**config.mk**
```make
export PLATFORM = sky130hd
export DESIGN_NAME = bytebus_window_slave
export DESIGN_NICKNAME = d
export VERILOG_FILES = /design/src/rtl/bwin_pkg.sv /design/src/rtl/bwin_sync.sv /design/src/rtl/bwin_ctrl.sv /design/src/rtl/bwin_regbank.sv /design/src/rtl/bytebus_window_slave.sv
export SDC_FILE = /design/constraint.sdc
export NUM_CORES = 1
export LEC_CHECK = 0
export CAP_MARGIN = 10
export CORE_UTILIZATION = 49
export CTS_CLUSTER_DIAMETER = 100
export DETAILED_ROUTE_END_ITERATION = 7
export PLACE_DENSITY_LB_ADDON = 0.25
export SLEW_MARGIN = 30
export SYNTH_ARGS = -nofsm -noshare
export SYNTH_HDL_FRONTEND = slang
export SYNTH_HIERARCHICAL = 1
export SYNTH_SLANG_ARGS = --single-unit
```
**constraint.sdc**
```tcl
create_clock -name clk -period 3 [get_ports clk]
set_clock_uncertainty 0.15 [all_clocks]
set_input_delay 0.45 -clock clk [delete_from_list [all_inputs] [get_ports clk]]
set_output_delay 0.45 -clock clk [all_outputs]
set_load 0.05 [all_outputs]
```
**src/rtl/bwin_pkg.sv**
```systemverilog
package bwin_pkg;

    typedef enum logic [2:0] {
        ST_IDLE   = 3'd0,
        ST_RD_INT = 3'd1,
        ST_RD_EXT = 3'd2,
        ST_WR_INT = 3'd3,
        ST_WR_EXT = 3'd4
    } bus_state_t;

endpackage

```
**src/rtl/bwin_sync.sv**
```systemverilog
module bwin_sync #(
    parameter int          W       = 1,
    parameter logic [W-1:0] RST_VAL = '0
) (
    input  logic         clk,
    input  logic         rst_n,
    input  logic [W-1:0] d,
    output logic [W-1:0] q
);
    logic [W-1:0] meta_q;

    // Two flop stages; the first may go metastable, the second is used.
    always_ff @(posedge clk or negedge rst_n) begin
        if (!rst_n) begin
            meta_q <= RST_VAL;
            q      <= RST_VAL;
        end else begin
            meta_q <= d;
            q      <= meta_q;
        end
    end
endmodule

```
**src/rtl/bwin_ctrl.sv**
```systemverilog
module bwin_ctrl
    import bwin_pkg::*;
(
    input  logic clk,
    input  logic rst_n,
    input  logic ce_n,
    input  logic we_n,
    input  logic oe_n,
    input  logic in_win,
    output logic commit,
    output logic drive,
    output logic ext_ce_n,
    output logic ext_oe_n
);
    bus_state_t state_q, state_d;

    // Next state follows the synchronized strobes every cycle.
    always_comb begin
        state_d = ST_IDLE;
        if (ce_n) begin
            state_d = ST_IDLE;
        end else if (!we_n) begin
            state_d = in_win ? ST_WR_INT : ST_WR_EXT;
        end else if (!oe_n) begin
            state_d = in_win ? ST_RD_INT : ST_RD_EXT;
        end else begin
            state_d = ST_IDLE;
        end
    end

    always_ff @(posedge clk or negedge rst_n) begin
        if (!rst_n) state_q <= ST_IDLE;
        else        state_q <= state_d;
    end

    // Moore outputs plus the commit pulse on leaving a window write.
    always_comb begin
        commit   = 1'b0;
        drive    = 1'b0;
        ext_ce_n = 1'b1;
        ext_oe_n = 1'b1;
        unique case (state_q)
            ST_IDLE: ;
            ST_RD_INT: drive = 1'b1;
            ST_RD_EXT: begin
                ext_ce_n = 1'b0;
                ext_oe_n = 1'b0;
            end
            ST_WR_INT: commit = (state_d != ST_WR_INT);
            ST_WR_EXT: ext_ce_n = 1'b0;
            default: ;
        endcase
    end

    assert_drive_off_on_we_R9: assert property (@(posedge clk) disable iff (!rst_n)
        $fell(we_n) |=> !drive)
        else $error("drive still on after write enable fell");

    assert_commit_on_release_R3: assert property (@(posedge clk) disable iff (!rst_n)
        commit |-> (we_n || ce_n))
        else $error("commit while both strobes still low");

    assert_no_ext_on_lone_we_R11: assert property (@(posedge clk) disable iff (!rst_n)
        (ce_n && $past(ce_n)) |-> (ext_ce_n && !drive))
        else $error("activity with chip enable high");
endmodule

```
**src/rtl/bwin_regbank.sv**
```systemverilog
module bwin_regbank #(
    parameter int DATA_W = 8,
    parameter int IDX_W  = 4
) (
    input  logic              clk,
    input  logic              rst_n,
    input  logic              wr_en,
    input  logic [IDX_W-1:0]  wr_idx,
    input  logic [DATA_W-1:0] wr_data,
    input  logic [IDX_W-1:0]  rd_idx,
    output logic [DATA_W-1:0] rd_data
);
    localparam int DEPTH = 1 << IDX_W;

    logic [DEPTH-1:0][DATA_W-1:0] regs;

    for (genvar g = 0; g < DEPTH; g++) begin : g_reg
        logic [DATA_W-1:0] val_q;
        always_ff @(posedge clk or negedge rst_n) begin
            if (!rst_n)                              val_q <= '0;
            else if (wr_en && (wr_idx == IDX_W'(g)))  val_q <= wr_data;
        end
        assign regs[g] = val_q;
    end

    assign rd_data = regs[rd_idx];

    assert_commit_lands_R2: assert property (@(posedge clk) disable iff (!rst_n)
        wr_en |=> (regs[$past(wr_idx)] == $past(wr_data)))
        else $error("committed byte not stored");
endmodule

```
**src/rtl/bytebus_window_slave.sv**
```systemverilog
module bytebus_window_slave #(
    parameter int ADDR_W = 19,
    parameter int DATA_W = 8,
    parameter int IDX_W  = 4
) (
    input  logic              clk,
    input  logic              rst_n,
    input  logic              bus_ce_n,
    input  logic              bus_we_n,
    input  logic              bus_oe_n,
    input  logic [ADDR_W-1:0] bus_addr,
    input  logic [DATA_W-1:0] dq_in,
    output logic [DATA_W-1:0] dq_out,
    output logic              dq_drive,
    output logic              ext_ce_n,
    output logic              ext_oe_n
);
    localparam int PIPE_W = ADDR_W + DATA_W;

    logic [2:0]        strb_s;
    logic [PIPE_W-1:0] ad_s;
    logic [ADDR_W-1:0] addr_s, addr_q;
    logic [DATA_W-1:0] din_s, din_q;
    logic              in_win;
    logic              commit, drive;
    logic [DATA_W-1:0] rd_data;

    bwin_sync #(.W(3), .RST_VAL(3'b111)) u_sync_strb (
        .clk(clk), .rst_n(rst_n),
        .d({bus_ce_n, bus_we_n, bus_oe_n}),
        .q(strb_s)
    );

    bwin_sync #(.W(PIPE_W), .RST_VAL('0)) u_sync_data (
        .clk(clk), .rst_n(rst_n),
        .d({bus_addr, dq_in}),
        .q(ad_s)
    );

    assign addr_s = ad_s[PIPE_W-1:DATA_W];
    assign din_s  = ad_s[DATA_W-1:0];
    assign in_win = &addr_s[ADDR_W-1:IDX_W];

    // Address and data aligned with the controller state.
    always_ff @(posedge clk or negedge rst_n) begin
        if (!rst_n) begin
            addr_q <= '0;
            din_q  <= '0;
        end else begin
            addr_q <= addr_s;
            din_q  <= din_s;
        end
    end

    bwin_ctrl u_ctrl (
        .clk(clk), .rst_n(rst_n),
        .ce_n(strb_s[2]), .we_n(strb_s[1]), .oe_n(strb_s[0]),
        .in_win(in_win),
        .commit(commit), .drive(drive),
        .ext_ce_n(ext_ce_n), .ext_oe_n(ext_oe_n)
    );

    bwin_regbank #(.DATA_W(DATA_W), .IDX_W(IDX_W)) u_regs (
        .clk(clk), .rst_n(rst_n),
        .wr_en(commit),
        .wr_idx(addr_q[IDX_W-1:0]),
        .wr_data(din_q),
        .rd_idx(addr_q[IDX_W-1:0]),
        .rd_data(rd_data)
    );

    assign dq_drive = drive;
    assign dq_out   = drive ? rd_data : '0;

    assert_window_no_ext_R5: assert property (@(posedge clk) disable iff (!rst_n)
        !ext_ce_n |-> !(&addr_q[ADDR_W-1:IDX_W]))
        else $error("external enable inside window");

    assert_ext_oe_gated_R6: assert property (@(posedge clk) disable iff (!rst_n)
        !ext_oe_n |-> (!ext_ce_n && !dq_drive))
        else $error("external output enable without chip enable");

    assert_drive_in_window_R8: assert property (@(posedge clk) disable iff (!rst_n)
        dq_drive |-> (&addr_q[ADDR_W-1:IDX_W]))
        else $error("driving for an address outside window");
endmodule

```
==> impl_metrics.py <==
metrics = {
    "global_route": {
        "antenna_found_initial": 0,
        "grt_pass1_wl_um": 23200,
        "grt_pass1_vias": 4377,
        "overflow": 0,
        "track_usage": 0.185,
        "grtUsageMet1": 0.249,
        "busiest_layer": "met2",
        "grt_util_met3": 0.0362,
        "grt_max_degree": 83,
        "grt_use_met2": 0.307,
    },
    "clock_network": {
        "clk_pin_slew_ps": 60,
        "worstSkewPairLatency_ps": 490,
        "cts_made_buffers": 21,
        "cts_sinks": 203,
        "tritoncts": "yes",
        "clockRootBuffer": "clkbuf_16",
        "clk_path_buf_depth": 3,
        "htreeDepth": 1,
    },
    "detailed_routing": {
        "antenna_left": 0,
        "routed_wl_um": 14500,
        "drc": 0,
        "via_per_inst": 5.39,
        "dr.pass1.iters": 4,
        "route.vias.total": 4024,
        "wl_per_cell_um": 19.4,
        "drt_iter0_markers": 223,
    },
    "hold_path": {
        "worstHoldPathType": "flop to flop",
    },
    "finish": {
        "multi_input_area_um2": 2720,
        "instances_no_fill": 747,
        "design_area_um2": 9500,
        "diodes": 0,
        "utilization": 0.616,
        "seq_area_um2": 5090,
        "drive_above_1_share": 0.425,
        "fin_nets": 555,
        "area_growth_pct": 21.1,
        "n_fill_cell": 1143,
    },
    "placed_design": {
        "dp_cells": 704,
        "io_buffers": 42,
        "placed_cell_area_um2": 8550,
        "gp_congestion": 0.798,
        "dpl.hpwl_um": 9130,
    },
    "floorplan": {
        "initial_utilization": 0.509,
        "die_area_um2": 16500,
        "rows": 45,
        "core_um2": 15400,
        "die_w_um": 129,
        "die_y_um": 129,
        "boundaryPins": 43,
    },
    "synthesis": {
        "syn_area_per_cell_um2": 16.9,
        "synth_cell_types": 29,
        "synth_seq_cells": 203,
        "ys_seq_area_frac": 0.648,
        "ys_warn_count": 6,
        "syn-num-nets": 496,
        "syn_inst": 464,
        "synth_area_um2": 7850,
    },
    "critical_path": {
        "cp_max_fo": 8,
        "crit_type": "flop to output pin",
        "cp_slowest_cell": "dfrtp_4",
        "worstPathArrival_ps": 2360,
        "cp_cell_sequence": "buf_12 > mux4_2 > a22oi_2 > nand2_1 > and2_1 > buf_6",
        "crit_path_max_incr_delay_ps": 570,
        "worstPathRequired_ps": 2400,
        "worst_setup_path_start_kind": "flop",
        "cp_top_family": "flip-flops",
        "cp-end-kind": "output pin",
        "path_buf_inv": 2,
    },
    "sta": {
        "grt_setup_unrepaired": "true",
        "clock.fmax_mhz": 338,
        "finalCriticalPeriod_ps": 2960,
        "drv_slew": 0,
        "setup_tns_ps": 0,
        "fin_crit_sh": 0.988,
        "slew_headroom": 0.454,
        "setup_violations": 0,
        "hold_viol": 0,
        "worst_pin_slew_ps": 816,
    },
    "power_and_ir_drop": {
        "powerDensity_nw_per_um2": 605,
        "p_leak_uw": 0.00445,
        "max-vdd-ir-drop_mv": 0.402,
    },
    "status": {
        "status": "finished, final reports clean",
    },
    "flow_run": {
        "cap_violations": 0,
    },
}
[state kept, by name (all words and copies together), names as in the netlist]
signal,flops
u_sync_data/meta_q,27
u_sync_data/q,27
u_regs/g.val_q,128
u_sync_strb/q,3
u_sync_strb/meta_q,3
din_q,8
addr_q,4
u_ctrl/state_q,3
[what timing repair did]
| item | CTS | global route |
|---|---|---|
| hold buffers | 1 | 0 |
| setup buffers | 3 | 1 |
| cloned | 0 | 2 |
| setup endpoints to repair | 8 | 8 |
| gates resized for setup | 4 | 28 |
| pin swaps | 0 | 20 |
| endpoints found under the hold margin | 78 | 0 |
[metal layers]
metal	vias up	routed length (um)
met1	2110	6350
met3	26	657
met2	79	7160
met4	0	325
li1	1809	-
met5	-	0
[Yosys cell counts]
master / count / share of area
a22oi_1: 16 / 0.015
nand2_1: 10 / 0.0048
nand4_1: 3 / 0.0024
buf_1: 2 / 0.00096
a211oi_1: 1 / 0.00096
nor3b_1: 1 / 0.00096
dfstp_2: 6 / 0.020
xor2_1: 1 / 0.0011
nor2b_1: 3 / 0.0024
o2111a_1: 1 / 0.0014
inv_1: 2 / 0.00096
clkbuf_1: 14 / 0.0067
nand3b_1: 5 / 0.0048
nor2_2: 9 / 0.0072
nor3_1: 1 / 0.00064
nor2_1: 2 / 0.00096
mux2_1: 27 / 0.039
nand3_1: 2 / 0.0013
mux4_2: 32 / 0.092
and2_1: 9 / 0.0072
nor3b_2: 1 / 0.0016
nand2b_1: 4 / 0.0032
mux2_2: 101 / 0.14
buf_2: 8 / 0.0051
dfrtp_1: 197 / 0.63
nor4_2: 1 / 0.0016
a21oi_2: 1 / 0.0011
or3_1: 3 / 0.0024
or3b_1: 1 / 0.0011
[metrics by stage]
stage               power, uW  setup slack, ps  hold slack, ps
floorplan                2930              565            4.41
global placement         3060              323             182
detailed placement       3070              320             185
CTS                      5820             4.52             198
global route             5960            -47.9             201
finish                   5750             37.4             195
[placed cells by master, fill, tap and decap left out, types with 3 or more instances in the layout]
master / Yosys / routed
dfrtp_1: 197 / 196
mux2_2: 101 / 101
clkdlybuf4s50_1: 0 / 33
mux4_2: 32 / 32
mux2_1: 27 / 27
clkbuf_16: 0 / 23
a22oi_2: 0 / 10
nand2_1: 10 / 10
nor2_2: 9 / 9
buf_4: 0 / 8
buf_6: 0 / 6
a22oi_1: 16 / 6
dfstp_2: 6 / 6
and2_1: 9 / 5
buf_8: 0 / 5
nand3b_1: 5 / 5
and2_4: 0 / 4
clkbuf_8: 0 / 4
bufinv_16: 0 / 4
nand2b_1: 4 / 4
buf_12: 0 / 4
nand4_1: 3 / 3
clkinv_2: 0 / 3
or3_1: 3 / 3
[power breakdown]
part / leakage, uW / switching [uW] / total, uW / internal [uW]
Sequential: 0.00266 / 45.7 / 2840 / 2790
Clock: 0.000355 / 1020 / 2720 / 1700
Combinational: 0.00144 / 107 / 194 / 87.3
Total: 0.00445 / 1170 / 5750 / 4580
[worst reg2reg max path, stage by stage, from the launching register on]
cell and delay [ps]:
dfrtp_1 330, nand4_1 110, nor4_2 530, nand2b_1 180, o2111a_1 310, nand3b_1 250
or3_1 370, mux2_1 360
[cells by family after synthesis]
kind of cell	count (synthesis)	share of synthesized area
xor gates and xnor gates	1	0.00112
DFF	203	0.648
muxes	160	0.276
and+or+nand+nor	55	0.0424
buffers and inverters	26	0.0137
AOI/OAI and AO/OA	19	0.0188
[worst paths after layout]
path	from	end	slack, ps	depth (start not counted)
setup / recovery	addr_q[0]$_DFF_PN0_	dq_out[5]	40	6
hold / removal	u_sync_data/q[7]$_DFF_PN0_	din_q[7]$_DFF_PN0_	200	0
setup reg to reg	u_sync_data/q[19]$_DFF_PN0_	u_regs/g_reg[4].val_q[5]$_DFFE_PN0P_	300	7
hold reg to reg	u_sync_data/q[7]$_DFF_PN0_	din_q[7]$_DFF_PN0_	200	0
max in group asynchronous	rst_n	u_sync_strb/q[1]$_DFF_PN1_	1450	3
min in group asynchronous	rst_n	addr_q[1]$_DFF_PN0_	390	2
[layout make-up]
class                   count  share of cell area
clock buffers              26              0.0604
clock inverters            10              0.0167
flip-flops and latches    203               0.536
multi-input cells         235               0.286
repair buffers             60              0.0723
well taps                 211              0.0278
inverters                   2            0.000790
(Power assumes the default switching activity.)
